==> config.mk <==
export PLATFORM = sky130hd
export DESIGN_NAME = canbus_fault_monitor
export DESIGN_NICKNAME = d
export VERILOG_FILES = /design/src/rtl/cbfm_pkg.sv /design/src/rtl/cbfm_timefilt.sv /design/src/rtl/cbfm_edgediff.sv /design/src/rtl/cbfm_route.sv /design/src/rtl/canbus_fault_monitor.sv
export SDC_FILE = /design/constraint.sdc
export NUM_CORES = 1
export LEC_CHECK = 0
export ABC_CLOCK_PERIOD_IN_PS = 4700
export BUFFER_PORTS_ARGS = -buffer_cell sky130_fd_sc_hd__buf_2
export CORE_MARGIN = 5
export CORE_UTILIZATION = 30
export CTS_CLUSTER_DIAMETER = 80
export CTS_CLUSTER_SIZE = 8
export DETAILED_ROUTE_END_ITERATION = 12
export HOLD_SLACK_MARGIN = 0.05
export PLACE_DENSITY_LB_ADDON = 0.15
export SYNTH_ARGS = -nofsm -noshare
export SYNTH_HDL_FRONTEND = slang
export SYNTH_SLANG_ARGS = --single-unit
==> constraint.sdc <==
create_clock -name clk -period 4.7 [get_ports clk]
set_clock_uncertainty 0.15 [all_clocks]
set_input_delay 0.705 -clock clk [delete_from_list [all_inputs] [get_ports clk]]
set_output_delay 0.705 -clock clk [all_outputs]
set_load 0.02 [all_outputs]
==> src/rtl/cbfm_pkg.sv <==
`timescale 1ns/1ps
package cbfm_pkg;
   localparam int NCMP = 6;
   localparam int NFLT = NCMP + 2;

   localparam int CI_H_BAT = 0;
   localparam int CI_L_GND = 1;
   localparam int CI_L_BAT = 2;
   localparam int CI_H_SUP = 3;
   localparam int CI_CROSS = 4;
   localparam int CI_OVV   = 5;
   localparam int EI_H_OPEN = 6;
   localparam int EI_L_OPEN = 7;

   // faults that make a given wire unusable (overvoltage counts for both)
   localparam logic [NFLT-1:0] MASK_H_BAD =
      NFLT'((1 << CI_H_BAT) | (1 << CI_H_SUP) | (1 << EI_H_OPEN) | (1 << CI_OVV));
   localparam logic [NFLT-1:0] MASK_L_BAD =
      NFLT'((1 << CI_L_GND) | (1 << CI_L_BAT) | (1 << CI_CROSS) | (1 << EI_L_OPEN) | (1 << CI_OVV));

   typedef enum logic [1:0] {
      WM_DUAL   = 2'd0,
      WM_H_ONLY = 2'd1,
      WM_L_ONLY = 2'd2,
      WM_NONE   = 2'd3
   } wire_mode_e;
endpackage

==> src/rtl/cbfm_timefilt.sv <==
`timescale 1ns/1ps
module cbfm_timefilt #(
   parameter int unsigned DET_TICKS = 4,
   parameter int unsigned REC_TICKS = 4
) (
   input  logic clk,
   input  logic rst_n,
   input  logic cond,
   output logic flag
);
   localparam int unsigned MAXT = (DET_TICKS > REC_TICKS) ? DET_TICKS : REC_TICKS;
   localparam int CW = $clog2(MAXT + 1);
   localparam logic [CW-1:0] DLAST = CW'(DET_TICKS - 1);
   localparam logic [CW-1:0] RLAST = CW'(REC_TICKS - 1);

   if (DET_TICKS < 1 || REC_TICKS < 1) begin : g_bad_ticks
      $error("cbfm_timefilt: filter times must be at least one tick");
   end

   logic [CW-1:0] cnt;

   // one counter serves both directions: it runs while input and flag disagree
   always_ff @(posedge clk or negedge rst_n) begin
      if (!rst_n) begin
         flag <= 1'b0;
         cnt  <= '0;
      end else if (cond != flag) begin
         if (cnt == (flag ? RLAST : DLAST)) begin
            flag <= cond;
            cnt  <= '0;
         end else begin
            cnt <= cnt + 1'b1;
         end
      end else begin
         cnt <= '0;
      end
   end
endmodule

==> src/rtl/cbfm_edgediff.sv <==
`timescale 1ns/1ps
module cbfm_edgediff #(
   parameter int EDGE_LIMIT = 3,
   parameter int EDGE_RECOV = 3
) (
   input  logic clk,
   input  logic rst_n,
   input  logic canh_dom,
   input  logic canl_dom,
   output logic h_lost,
   output logic l_lost
);
   localparam int DW = $clog2(EDGE_LIMIT + 2) + 1;
   localparam int RW = $clog2(EDGE_RECOV + 1);
   localparam logic signed [DW-1:0] LIM_P = $signed(DW'(EDGE_LIMIT));
   localparam logic signed [DW-1:0] LIM_N = -LIM_P;
   localparam logic [RW-1:0] RLAST = RW'(EDGE_RECOV - 1);

   if (EDGE_LIMIT < 1 || EDGE_RECOV < 1) begin : g_bad_edge
      $error("cbfm_edgediff: limits must be at least one");
   end

   logic prev_h, prev_l;
   logic fall_h, fall_l;
   logic signed [DW-1:0] diff, nxt;
   logic [RW-1:0] rcnt;

   assign fall_h = prev_h & ~canh_dom;
   assign fall_l = prev_l & ~canl_dom;
   // positive difference: low wire ahead, high wire silent
   assign nxt = diff + $signed(DW'(fall_l)) - $signed(DW'(fall_h));

   always_ff @(posedge clk or negedge rst_n) begin
      if (!rst_n) begin
         prev_h <= 1'b0;
         prev_l <= 1'b0;
         diff   <= '0;
         rcnt   <= '0;
         h_lost <= 1'b0;
         l_lost <= 1'b0;
      end else begin
         prev_h <= canh_dom;
         prev_l <= canl_dom;
         if (h_lost || l_lost) begin
            if (h_lost ? fall_h : fall_l) begin
               if (rcnt == RLAST) begin
                  h_lost <= 1'b0;
                  l_lost <= 1'b0;
                  diff   <= '0;
                  rcnt   <= '0;
               end else begin
                  rcnt <= rcnt + 1'b1;
               end
            end
         end else begin
            diff <= nxt;
            if (nxt > LIM_P) h_lost <= 1'b1;
            if (nxt < LIM_N) l_lost <= 1'b1;
         end
      end
   end
endmodule

==> src/rtl/cbfm_route.sv <==
`timescale 1ns/1ps
module cbfm_route
   import cbfm_pkg::*;
(
   input  logic [NFLT-1:0] flags,
   input  logic            canh_dom,
   input  logic            canl_dom,
   input  logic            txd_dom,
   input  logic            tx_blocked,
   output wire_mode_e      mode,
   output logic            rx_dom,
   output logic            drv_h,
   output logic            drv_l
);
   logic h_bad, l_bad, use_h, use_l;

   assign h_bad = |(flags & MASK_H_BAD);
   assign l_bad = |(flags & MASK_L_BAD);

   always_comb begin
      unique case ({h_bad, l_bad})
         2'b11:   mode = WM_NONE;
         2'b10:   mode = WM_L_ONLY;
         2'b01:   mode = WM_H_ONLY;
         default: mode = WM_DUAL;
      endcase
   end

   assign use_h  = (mode == WM_DUAL) || (mode == WM_H_ONLY);
   assign use_l  = (mode == WM_DUAL) || (mode == WM_L_ONLY);
   assign rx_dom = (use_h & canh_dom) | (use_l & canl_dom);
   assign drv_h  = txd_dom & ~tx_blocked & use_h;
   assign drv_l  = txd_dom & ~tx_blocked & use_l;
endmodule

==> src/rtl/canbus_fault_monitor.sv <==
`timescale 1ns/1ps
module canbus_fault_monitor
   import cbfm_pkg::*;
#(
   parameter int unsigned DET_T [NCMP] = '{2000, 900, 900, 1800, 900, 32},
   parameter int unsigned REC_T [NCMP] = '{900, 30, 500, 900, 30, 16},
   parameter int unsigned TX_LIMIT = 1300,
   parameter int unsigned TX_REC   = 4,
   parameter int          EDGE_LIMIT = 3,
   parameter int          EDGE_RECOV = 3
) (
   input  logic            clk,
   input  logic            rst_n,
   input  logic            canh_dom,
   input  logic            canl_dom,
   input  logic [NCMP-1:0] cmp_cond,
   input  logic            txd_dom,
   output logic [NFLT-1:0] fault_flags,
   output logic [1:0]      wire_mode,
   output logic            rx_dom,
   output logic            drv_h,
   output logic            drv_l,
   output logic            tx_blocked
);
   wire_mode_e mode;

   for (genvar gi = 0; gi < NCMP; gi++) begin : g_cmp
      cbfm_timefilt #(
         .DET_TICKS(DET_T[gi]),
         .REC_TICKS(REC_T[gi])
      ) u_filt (
         .clk  (clk),
         .rst_n(rst_n),
         .cond (cmp_cond[gi]),
         .flag (fault_flags[gi])
      );
   end

   cbfm_edgediff #(
      .EDGE_LIMIT(EDGE_LIMIT),
      .EDGE_RECOV(EDGE_RECOV)
   ) u_edge (
      .clk     (clk),
      .rst_n   (rst_n),
      .canh_dom(canh_dom),
      .canl_dom(canl_dom),
      .h_lost  (fault_flags[EI_H_OPEN]),
      .l_lost  (fault_flags[EI_L_OPEN])
   );

   cbfm_timefilt #(
      .DET_TICKS(TX_LIMIT),
      .REC_TICKS(TX_REC)
   ) u_txto (
      .clk  (clk),
      .rst_n(rst_n),
      .cond (txd_dom),
      .flag (tx_blocked)
   );

   cbfm_route u_route (
      .flags     (fault_flags),
      .canh_dom  (canh_dom),
      .canl_dom  (canl_dom),
      .txd_dom   (txd_dom),
      .tx_blocked(tx_blocked),
      .mode      (mode),
      .rx_dom    (rx_dom),
      .drv_h     (drv_h),
      .drv_l     (drv_l)
   );

   assign wire_mode = mode;
endmodule

# == After elaboration in Yosys (flattened, before gate mapping) ==
# Cells that the tools add are included.
# word_totals
input_bits,11
out_inout_bits,14
ff_bits,86
wordCells,117
# op_classes
addsub,10
reduce_logical,19
bitwise,11
magnitude_cmp,2
mux,33
eq_ne,22
# ops
op,n
two-way mux 11 bit,9
two-way mux 10 bit,9
"adder 11 x 1 -> 11 bit, second input constant",3
equality test 11 bit,3
"adder 10 x 1 -> 10 bit, second input constant",3
equality test 10 bit,3
AND reduction 2 bit,9
two-way mux 4 bit,3
two-way mux 6 bit,2
"equality test 2 bit, second input constant",4
bitwise AND 1 bit,7
two-way mux 1 bit,7
inequality test 1 bit,7
"adder 6 x 1 -> 6 bit, second input constant",1
equality test 6 bit,1
one-hot mux 2 bit (3 select lines),1
AND reduction 3 bit,2
two-way mux 5 bit,1
OR reduction 5 bit,1
adder 4 x 2 -> 4 bit,1
"equality test 2 x 1 -> 1 bit, second input constant",2
"> comparator 4 x 3 -> 1 bit, second input constant",1
"< comparator 4 x 3 -> 1 bit, second input constant",1
"inequality test 2 bit, second input constant",2
other kinds (9),14

# == Longest topological paths before layout ==
# Gate-level depths: netlist of run 1.
# logic_depth
word_depth,7
depth_mapped,9
depth_no_buf,9

# == Cells and area by module ==
# A second synthesis of run 1 with hierarchy kept.
# hier_totals
cells_unflattened,440
area_unflattened_um2,4740.8
# by_module_without_submodules
module,n_inst,cells_per_inst,area_each_um2
cbfm_timefilt (g_cmp[1].u_filt ...),2,57,618.1
cbfm_timefilt (g_cmp[0].u_filt),1,62,670.6
cbfm_timefilt (g_cmp[3].u_filt),1,57,633.1
cbfm_timefilt (u_txto),1,58,633.1
cbfm_timefilt (g_cmp[2].u_filt),1,53,594.3
cbfm_edgediff,1,59,586.8
cbfm_timefilt (g_cmp[5].u_filt),1,28,319.1
cbfm_route,1,9,67.6

# == Worst setup path before layout of run 1 ==
# Ideal clock, no wire load.
# synth_path
path_kind,input port to flip-flop
startpoint,input port canl_dom
endpoint,register u_edge.l_lost
cell_stages,8
t_arrival_ns,2.277
setup_slack_ns,2.152
cell_sequence,nand2b_1 ha_1 inv_1 ha_1 fa_1 xor2_1 o21ai_0 a32o_1
# synth_via
elab_chain_len,7
# synth_rtl
item,line,text
"start, declared",canbus_fault_monitor.sv:15,"input logic canl_dom,"
NOT 1 bit (*),cbfm_edgediff.sv:29,assign fall_l = prev_l & ~canl_dom;
bitwise AND 1 bit (*),cbfm_edgediff.sv:29,
adder 4 x 2 -> 4 bit,cbfm_edgediff.sv:31,assign nxt = diff + $signed(DW'(fall_l)) - $signed(DW'(fall_h));
subtractor 4 x 2 -> 4 bit,cbfm_edgediff.sv:31,
< comparator 4 x 3 -> 1 bit,cbfm_edgediff.sv:58,if (nxt < LIM_N) l_lost <= 1'b1;
nonzero test 2 bit (no line),--,
AND reduction 3 bit (no line) (*),--,
"end signal, assigned",cbfm_edgediff.sv:40,l_lost <= 1'b0;
"end signal, assigned",cbfm_edgediff.sv:48,l_lost <= 1'b0;
"end signal, assigned",cbfm_edgediff.sv:58,
"end, declared",cbfm_edgediff.sv:11,output logic l_lost
# Mark *: on every way between the ends. The rest lies on a longest branch, timed or not.
# A chain may end at the register's enable or synchronous reset.

# == Final worst setup path of run 1 ==
# layout_path
startpoint,register g_cmp[5].u_filt.flag
endpoint,output port rx_dom
# layout_via
elab_chain_len,7
# layout_rtl
item,line,text
"start, declared",cbfm_timefilt.sv:9,output logic flag
"start signal, assigned",cbfm_timefilt.sv:29,flag <= cond;
OR reduction 5 bit / OR reduction 4 bit (equally long branches),"cbfm_route.sv:18, cbfm_route.sv:17",
equality test 2 x 1 -> 1 bit / equality test 2 bit (equally long branches),cbfm_route.sv:21,"unique case ({h_bad, l_bad})"
one-hot mux 2 bit (3 select lines) (*),cbfm_route.sv:21,
equality test 2 x 1 -> 1 bit (tied with other cells),cbfm_route.sv:29,assign use_h = (mode == WM_DUAL) || (mode == WM_H_ONLY);
logical OR 1 bit (on tied branches),"cbfm_route.sv:29, cbfm_route.sv:30",
bitwise AND 1 bit,cbfm_route.sv:31,assign rx_dom = (use_h & canh_dom) | (use_l & canl_dom);
OR 1 bit (*),cbfm_route.sv:31,
"end, declared",canbus_fault_monitor.sv:20,"output logic rx_dom,"
# Marks and branches as above.

==> results of run 1 <==
-- cell families (layout without fill, tap and decap cells) --
logic type	after synthesis	count (layout)	synth area share
AO/OA/AOI/OAI	25	25	0.0415
XOR/XNOR	64	64	0.129
adder cells (fa/ha/maj)	13	13	0.0392
buffers and inverters	33	61	0.0366
flip-flops	86	86	0.496
multiplexers	7	7	0.0182
AND/OR/NAND/NOR	208	208	0.239
-- sequential cells by signal (all words and copies together), names as in the netlist --
name and cells:
g_cmp.u_filt.cnt 58, g_cmp.u_filt.flag 6, u_edge.diff 4, u_edge.h_lost 1, u_edge.l_lost 1, u_edge.prev_h 1
u_edge.prev_l 1, u_edge.rcnt 2, u_txto.cnt 11, u_txto.flag 1
-- final cells by class --
type | instances | share of cell area
flip-flops and latches | 86 | 0.437
multi-input cells | 317 | 0.411
inverters | 20 | 0.0152
repair buffers | 25 | 0.0264
clock buffers | 10 | 0.0464
well taps | 184 | 0.0467
clock inverters | 6 | 0.0175
-- Yosys cell counts, types with 2 or more instances --
| library cell | instances |
|---|---|
| sky130_fd_sc_hd__nor3_1 | 12 |
| sky130_fd_sc_hd__and4_1 | 2 |
| sky130_fd_sc_hd__ha_1 | 12 |
| sky130_fd_sc_hd__nor2b_1 | 4 |
| sky130_fd_sc_hd__or4b_2 | 2 |
| sky130_fd_sc_hd__nor4_1 | 9 |
| sky130_fd_sc_hd__inv_1 | 20 |
| sky130_fd_sc_hd__xor2_1 | 22 |
| sky130_fd_sc_hd__xnor2_1 | 42 |
| sky130_fd_sc_hd__o211ai_1 | 2 |
| sky130_fd_sc_hd__and3_1 | 6 |
| sky130_fd_sc_hd__or4b_1 | 2 |
| sky130_fd_sc_hd__nand2b_1 | 5 |
| sky130_fd_sc_hd__buf_4 | 9 |
| sky130_fd_sc_hd__nand3_1 | 27 |
| sky130_fd_sc_hd__or3b_2 | 2 |
| sky130_fd_sc_hd__nand2_1 | 20 |
| sky130_fd_sc_hd__a22o_1 | 5 |
| sky130_fd_sc_hd__mux2_2 | 6 |
| sky130_fd_sc_hd__nor4bb_1 | 2 |
| sky130_fd_sc_hd__o21ai_0 | 6 |
| sky130_fd_sc_hd__dfrtp_1 | 86 |
| sky130_fd_sc_hd__nor2_1 | 91 |
| sky130_fd_sc_hd__and2_1 | 3 |
| sky130_fd_sc_hd__clkbuf_1 | 3 |
| sky130_fd_sc_hd__nor4b_1 | 3 |
| sky130_fd_sc_hd__a21oi_1 | 2 |
| sky130_fd_sc_hd__nand4_1 | 9 |
-- worst reg2reg max path: cells and delay by family (launching register included) --
kind	cells	cell delay [ps]
DFF	1	380
adders and majority gates	1	260
and+or+nand+nor	3	630
AOI/OAI and AO/OA	1	780
-- through the flow --
stage | hold slack [ps] | worst slack, ps
after floorplan | 259 | 2150
after global placement | 301 | 1930
after detailed placement | 310 | 1930
after CTS | 289 | 1900
after global routing | 332 | 1850
final | 245 | 1930
-- how the worst max path moves through the flow --
stage                                          start                   endpoint  slack [ps]
floorplan                                   canl_dom  u_edge.l_lost$_DFFE_PN0P_        2150
global placement                            canl_dom  u_edge.l_lost$_DFFE_PN0P_        1930
detailed placement                          canl_dom  u_edge.l_lost$_DFFE_PN0P_        1930
CTS                 g_cmp[5].u_filt.flag$_DFFE_PN0P_                     rx_dom        1900
global route        g_cmp[5].u_filt.flag$_DFFE_PN0P_                     rx_dom        1850
finish              g_cmp[5].u_filt.flag$_DFFE_PN0P_                     rx_dom        1930
-- layer usage --
metal,vias to the layer above,global-route usage,routed length (um)
li1,1516,-,-
met5,-,0,0
met3,13,0.0221,241
met2,35,0.171,3850
met4,0,0.0495,165
met1,1457,0.145,4160
-- power breakdown --
group / total [W] / leakage [nW] / internal [W] / switching (W)
registers: 0.000876 / 1.16 / 0.000802 / 0.0000738
clock network: 0.000760 / 0.152 / 0.000465 / 0.000295
logic: 0.000324 / 0.783 / 0.000136 / 0.000188
total: 0.00196 / 2.09 / 0.00140 / 0.000557
==> implementation parameters, run 1 <==
Parameter                              Value

Worst setup path
  Slowest stage cell on the critical path ... sky130_fd_sc_hd__or4_1
  CP delay by family, top ... simple AND/OR/NAND/NOR gates
  Startpoint type of the worst setup path ... flop
  Buffers plus inverters on the worst setup path ... 1
  CP Max Fanout ... 6
  Critical path cell sequence ... or4_1 -> nor2_1 -> a22o_1 -> buf_2
  CP Depth ... 4
  Reg-to-reg slack, setup ... 2350 ps
  Count of cells along the worst register-to-register path ... 5
  CP arrival ... 1910 ps
  Critical path class ... reg -> out
  R2R Path End ... g_cmp[0].u_filt.cnt[2]$_DFF_PN0_
  Delay of the slowest cell on the worst path ... 580 ps
  Req. time, crit path ... 3850 ps
  Worst r2r src ... g_cmp[0].u_filt.cnt[0]$_DFF_PN0_
  Kind of end point of the critical path ... primary output

Yosys
  Cell count after synthesis ... 436
  Cell accounting for the most synthesized area ... sky130_fd_sc_hd__dfrtp_1
  Portion of synthesized cell area occupied by the leading cell type ... 0.496
  Post-synth EDFFs ... 0
  Fraction of registers with async set/reset ... 1.00
  Yosys Warn Count ... 0
  Synthesized cell area ... 4340 um^2
  Sequential area share after synthesis ... 0.496
  Flip-flop cell with the highest count after synthesis ... sky130_fd_sc_hd__dfrtp_1
  Synthesized net count ... 460
  Synth Area per Inst ... 9.95 um^2
  Number of library cell types mapped by synthesis ... 50
  Main area contributors after synthesis ... sky130_fd_sc_hd__dfrtp_1 (50%), sky130_fd_sc_hd__xnor2_1 (8.5%), sky130_fd_sc_hd__nor2_1 (7.9%)
  Number of flip-flops and latches in the synthesized netlist ... 86

STA
  Number of pins exceeding their max-slew limit in the final report ... 0
  Sum of negative setup slack ... 0 ps
  Headroom to the max-slew limit ... 0.397
  Unrepaired setup endpoints after global routing ... false
  Hold violation count in the final report ... 0
  Min Tclk post-route ... 2770 ps
  Share of the cycle needed by the critical path after routing ... 0.589
  Slew @ Worst Pin ... 901 ps
  Final-report setup violation count ... 0
  F_max ... 0.361 GHz

Power
  Leakage ... 2.09 nW
  Worst IR drop on VDD ... 0.167 mV
  Overall Power ... 0.00196 W
  Power density of the placed cells ... 398 nW/um^2

CTS
  CTS hold repair buffers ... 0
  CTS resizes ... 0
  Number of buffers created by CTS ... 9
  H-tree level count ... 3
  Number of sinks handled by clock tree synthesis ... 86
  Buffer cell driving the clock tree root ... sky130_fd_sc_hd__clkbuf_16
  Clock tree from TritonCTS ... built
  Post CTS Setup Buffer Count ... 0
  Number of buffers on the longest clock path ... 2
  Clock slew at reported path FFs ... 60 ps
  Insertion delay to the later sink of the worst-skew pair ... 330 ps

Layout
  NumNets Final ... 483
  Share of post-route cells with drive strength above 1 ... 0.121
  Final standard cell area without fillers ... 4930 um^2
  Non-filler cells, final ... 648
  Filler cell count ... 1449
  Area added between synthesis and finish ... 13.6%
  Combined flip-flop and latch cell area ... 2150 um^2
  Highest-count cells in the layout ignoring fill and taps ... sky130_fd_sc_hd__nor2_1 (91), sky130_fd_sc_hd__dfrtp_1 (86), sky130_fd_sc_hd__xnor2_1 (42)
  Antenna Diode Count ... 0
  Most common cell after layout, fill and taps aside ... sky130_fd_sc_hd__nor2_1
  Core occupancy in the finished layout ... 0.343
  Multi-input gate area ... 2030 um^2

Drt
  Final Routed Wirelength ... 8420 um
  Number of remaining DRC errors ... 0
  Vias per std cell ... 4.66
  Wire length per cell after detailed routing ... 13.0 um
  Drt initial violations ... 214
  Final ANT Viol Nets ... 0
  Number of detailed-routing iterations run before antenna repair ... 6
  Total via count in the routed design ... 3021

Floorplanning
  Total Die Area ... 17000 um^2
  Die outline width ... 130 um
  Initial core utilization ... 0.302
  Num ports ... 25
  Area of the core ... 14400 um^2
  Row Count ... 44
  Die extent in y ... 130 um

GRT
  Tot GR Track Use ... 0.109
  Wire length of the first global-routing pass ... 14600 um
  Initial antenna violation count ... 0
  Vias in the first global route ... 2958
  Pin count of the biggest net entering global routing ... 54
  Total congestion overflow after global routing ... 0

Min path
  Class of the tightest hold or removal check ... in -> async

Place
  RePlAce Congestion ... 0.770
  Half-perimeter wire length of the detailed placement result ... 5910 um
  Post-DP Area ... 4610 um^2
  Port buffer count ... 24
  Inst Count DP ... 632

Flow run
  Number of max-cap violations ... 0

Run status
  Result of the run ... complete, no violations
(Power assumes the default switching activity.)
==> run 2, diff against run 1 <==
- ABC_CLOCK_PERIOD_IN_PS: 4700 -> 2700
- clock period: 4.7 -> 2.7 ns (I/O delays scaled with it)
==> run 2 against run 1 <==
  * Non-clock buffer count rose by 6
  * Register-to-register slack worse by 1900 ps
  * Critical path depth grew 6
  * Global-route usage grew 0.096 points
  * Setup slack worse by 1900 ps
  * Count of clock-buffer cells in the layout did not move
  * First-iteration DRC count shrank 5.1%
  * Design area grew 1.2%
  * Via count decreased by 0.73%
  * Clock power rose by 67%
  * Combinational power up 80%
==> implementation parameters, run 2 (synthesized netlist as in run 1, its figures left out) <==
Parameter                              Value

CTS
  Number of buffers on the longest clock path ... 2 (unchanged)
  Number of sinks handled by clock tree synthesis ... 86 (unchanged)
  Number of buffers created by CTS ... 9 (unchanged)
  Buffer cell driving the clock tree root ... sky130_fd_sc_hd__clkbuf_16 (unchanged)
  Insertion delay to the later sink of the worst-skew pair ... 350 ps (was 330 ps)
  H-tree level count ... 3 (unchanged)
  Post CTS Setup Buffer Count ... 0 (unchanged)
  Clock tree from TritonCTS ... built (unchanged)
  Clock slew at reported path FFs ... 60 ps (about the same)

Worst setup path
  Kind of end point of the critical path ... flop (was primary output)
  CP Max Fanout ... 3 (was 6)
  Startpoint type of the worst setup path ... input pin (was flop)
  Req. time, crit path ... 2780 ps (was 3850 ps)
  CP arrival ... 2700 ps (was 1910 ps)
  Critical path class ... in -> reg (was reg -> out)

Drt
  Total via count in the routed design ... 2999 (was 3021)
  Number of remaining DRC errors ... 0 (unchanged)
  Final Routed Wirelength ... 8500 um (was 8420 um)
  Vias per std cell ... 4.59 (was 4.66)
  Final ANT Viol Nets ... 0 (unchanged)
  Wire length per cell after detailed routing ... 13.0 um (about the same)
  Number of detailed-routing iterations run before antenna repair ... 5 (was 6)
  Drt initial violations ... 203 (was 214)

Floorplanning
  Row Count ... 44 (unchanged)
  Area of the core ... 14400 um^2 (unchanged)
  Die extent in y ... 130 um (unchanged)
  Initial core utilization ... 0.302 (unchanged)
  Num ports ... 25 (unchanged)
  Total Die Area ... 17000 um^2 (unchanged)
  Die outline width ... 130 um (unchanged)

Layout
  Combined flip-flop and latch cell area ... 2150 um^2 (unchanged)
  Regs by FF count ... g_cmp.u_filt.cnt x58, u_txto.cnt x11, g_cmp.u_filt.flag x6 (unchanged)
  Antenna Diode Count ... 0 (unchanged)
  Area added between synthesis and finish ... 15.0% (was 13.6%)
  NumNets Final ... 489 (was 483)
  Most common cell after layout, fill and taps aside ... sky130_fd_sc_hd__nor2_1 (unchanged)
  Filler cell count ... 1453 (was 1449)
  Non-filler cells, final ... 654 (was 648)
  Highest-count cells in the layout ignoring fill and taps ... sky130_fd_sc_hd__nor2_1 (91), sky130_fd_sc_hd__dfrtp_1 (86), sky130_fd_sc_hd__xnor2_1 (42) (unchanged)
  Register with the most flip-flops ... g_cmp.u_filt.cnt (unchanged)
  Share of post-route cells with drive strength above 1 ... 0.132 (was 0.121)
  Multi-input gate area ... 2040 um^2 (was 2030 um^2)
  Number of flip-flops under the largest register name ... 58 (unchanged)

STA
  Number of pins exceeding their max-slew limit in the final report ... 0 (unchanged)
  Headroom to the max-slew limit ... 0.571 (was 0.397)
  Slew @ Worst Pin ... 644 ps (was 901 ps)
  Hold violation count in the final report ... 0 (unchanged)
  Final-report setup violation count ... 0 (unchanged)
  F_max ... 0.381 GHz
  Share of the cycle needed by the critical path after routing ... 0.971
  Min Tclk post-route ... 2620 ps

GRT
  Initial antenna violation count ... 0 (unchanged)
  Total congestion overflow after global routing ... 0 (unchanged)
  Tot GR Track Use ... 0.110 (was 0.109)
  Wire length of the first global-routing pass ... 14600 um (about the same)
  Vias in the first global route ... 2924 (was 2958)
  Pin count of the biggest net entering global routing ... 48 (was 54)

Power
  Overall Power ... 0.00338 W (was 0.00196 W)
  Worst IR drop on VDD ... 0.345 mV (was 0.167 mV)
  Power density of the placed cells ... 678 nW/um^2 (was 398 nW/um^2)
  Leakage ... 2.12 nW (was 2.09 nW)

Place
  Half-perimeter wire length of the detailed placement result ... 5900 um (was 5910 um)
  RePlAce Congestion ... 0.753 (was 0.770)
  Port buffer count ... 24 (unchanged)
  Inst Count DP ... 635 (was 632)

Min path
  Class of the tightest hold or removal check ... in -> reg (was in -> async)

Run status
  Result of the run ... complete, no violations (unchanged)

Flow run
  Number of max-cap violations ... 0 (unchanged)
[run 2: path summary, 6_finish.rpt]
kind / start / end / slack [ps] / cells past startpoint
min in group asynchronous: rst_n / g_cmp[1].u_filt.cnt[7]$_DFF_PN0_ / 470 / 2
worst max-delay path: canl_dom / u_edge.l_lost$_DFFE_PN0P_ / 80 / 10
worst min-delay path: cmp_cond[1] / g_cmp[1].u_filt.flag$_DFFE_PN0P_ / 170 / 2
worst min register to register: g_cmp[5].u_filt.cnt[0]$_DFF_PN0_ / g_cmp[5].u_filt.cnt[0]$_DFF_PN0_ / 310 / 1
max in group asynchronous: rst_n / g_cmp[5].u_filt.flag$_DFFE_PN0P_ / 1300 / 3
worst max register to register: u_edge.prev_h$_DFF_PN0_ / u_edge.l_lost$_DFFE_PN0P_ / 490 / 9
[run 2: area by class of cell]
class	instances	share of cell area
repair buffers	31	0.0391
inverters	20	0.0150
well taps	184	0.0461
clock buffers	10	0.0479
flip-flops and latches	86	0.431
clock inverters	6	0.0123
multi-input cells	317	0.408
[run 2: per-layer routing]
layer  share of wire  wire [um]  up-vias  global-route usage
met3           0.023        194       15              0.0237
met5               0          0        -                   0
met2            0.44       3780       28               0.163
met1            0.51       4320     1426               0.149
li1                -          -     1530                   -
met4           0.025        210        0              0.0587
[run 2: power by group]
group / internal [W] / leakage (nW) / switching, W / total, W
clock network: 0.000739 / 0.148 / 0.000535 / 0.00127
logic: 0.000249 / 0.816 / 0.000333 / 0.000582
registers: 0.00140 / 1.16 / 0.000131 / 0.00153
[run 2: worst max-delay path, cell delays in order]
cell and delay, ps:
sky130_fd_sc_hd__dlygate4sd3_1 530, sky130_fd_sc_hd__buf_2 130, sky130_fd_sc_hd__nand2b_1 170, sky130_fd_sc_hd__ha_1 280, sky130_fd_sc_hd__inv_1 40, sky130_fd_sc_hd__ha_1 190, sky130_fd_sc_hd__fa_2 360, sky130_fd_sc_hd__xor2_2 200
sky130_fd_sc_hd__o21ai_0 120, sky130_fd_sc_hd__a32o_1 270
[run 2: metrics by stage]
stage / utilization / TNS (ps) / hold slack, ps / cell area (um^2) / setup slack (ps)
final: 0.347 / 0 / 170 / 4990 / 77.6
after detailed placement: 0.324 / 0 / 308 / 4650 / 219
after CTS: 0.347 / 0 / 158 / 4980 / 46.0
after global routing: 0.347 / -13.3 / 176 / 4990 / -13.3
after global placement: 0.324 / 0 / 303 / 4650 / 236
after floorplan: - / 0 / -40.6 / 4340 / 452
[run 2: what timing repair did]
item | 4_1_cts | 5_1_grt
hold endpoints to repair | 47 | 0
endpoints found under the setup margin | 0 | 1
hold buffers | 3 | 0
resized for setup | 0 | 2
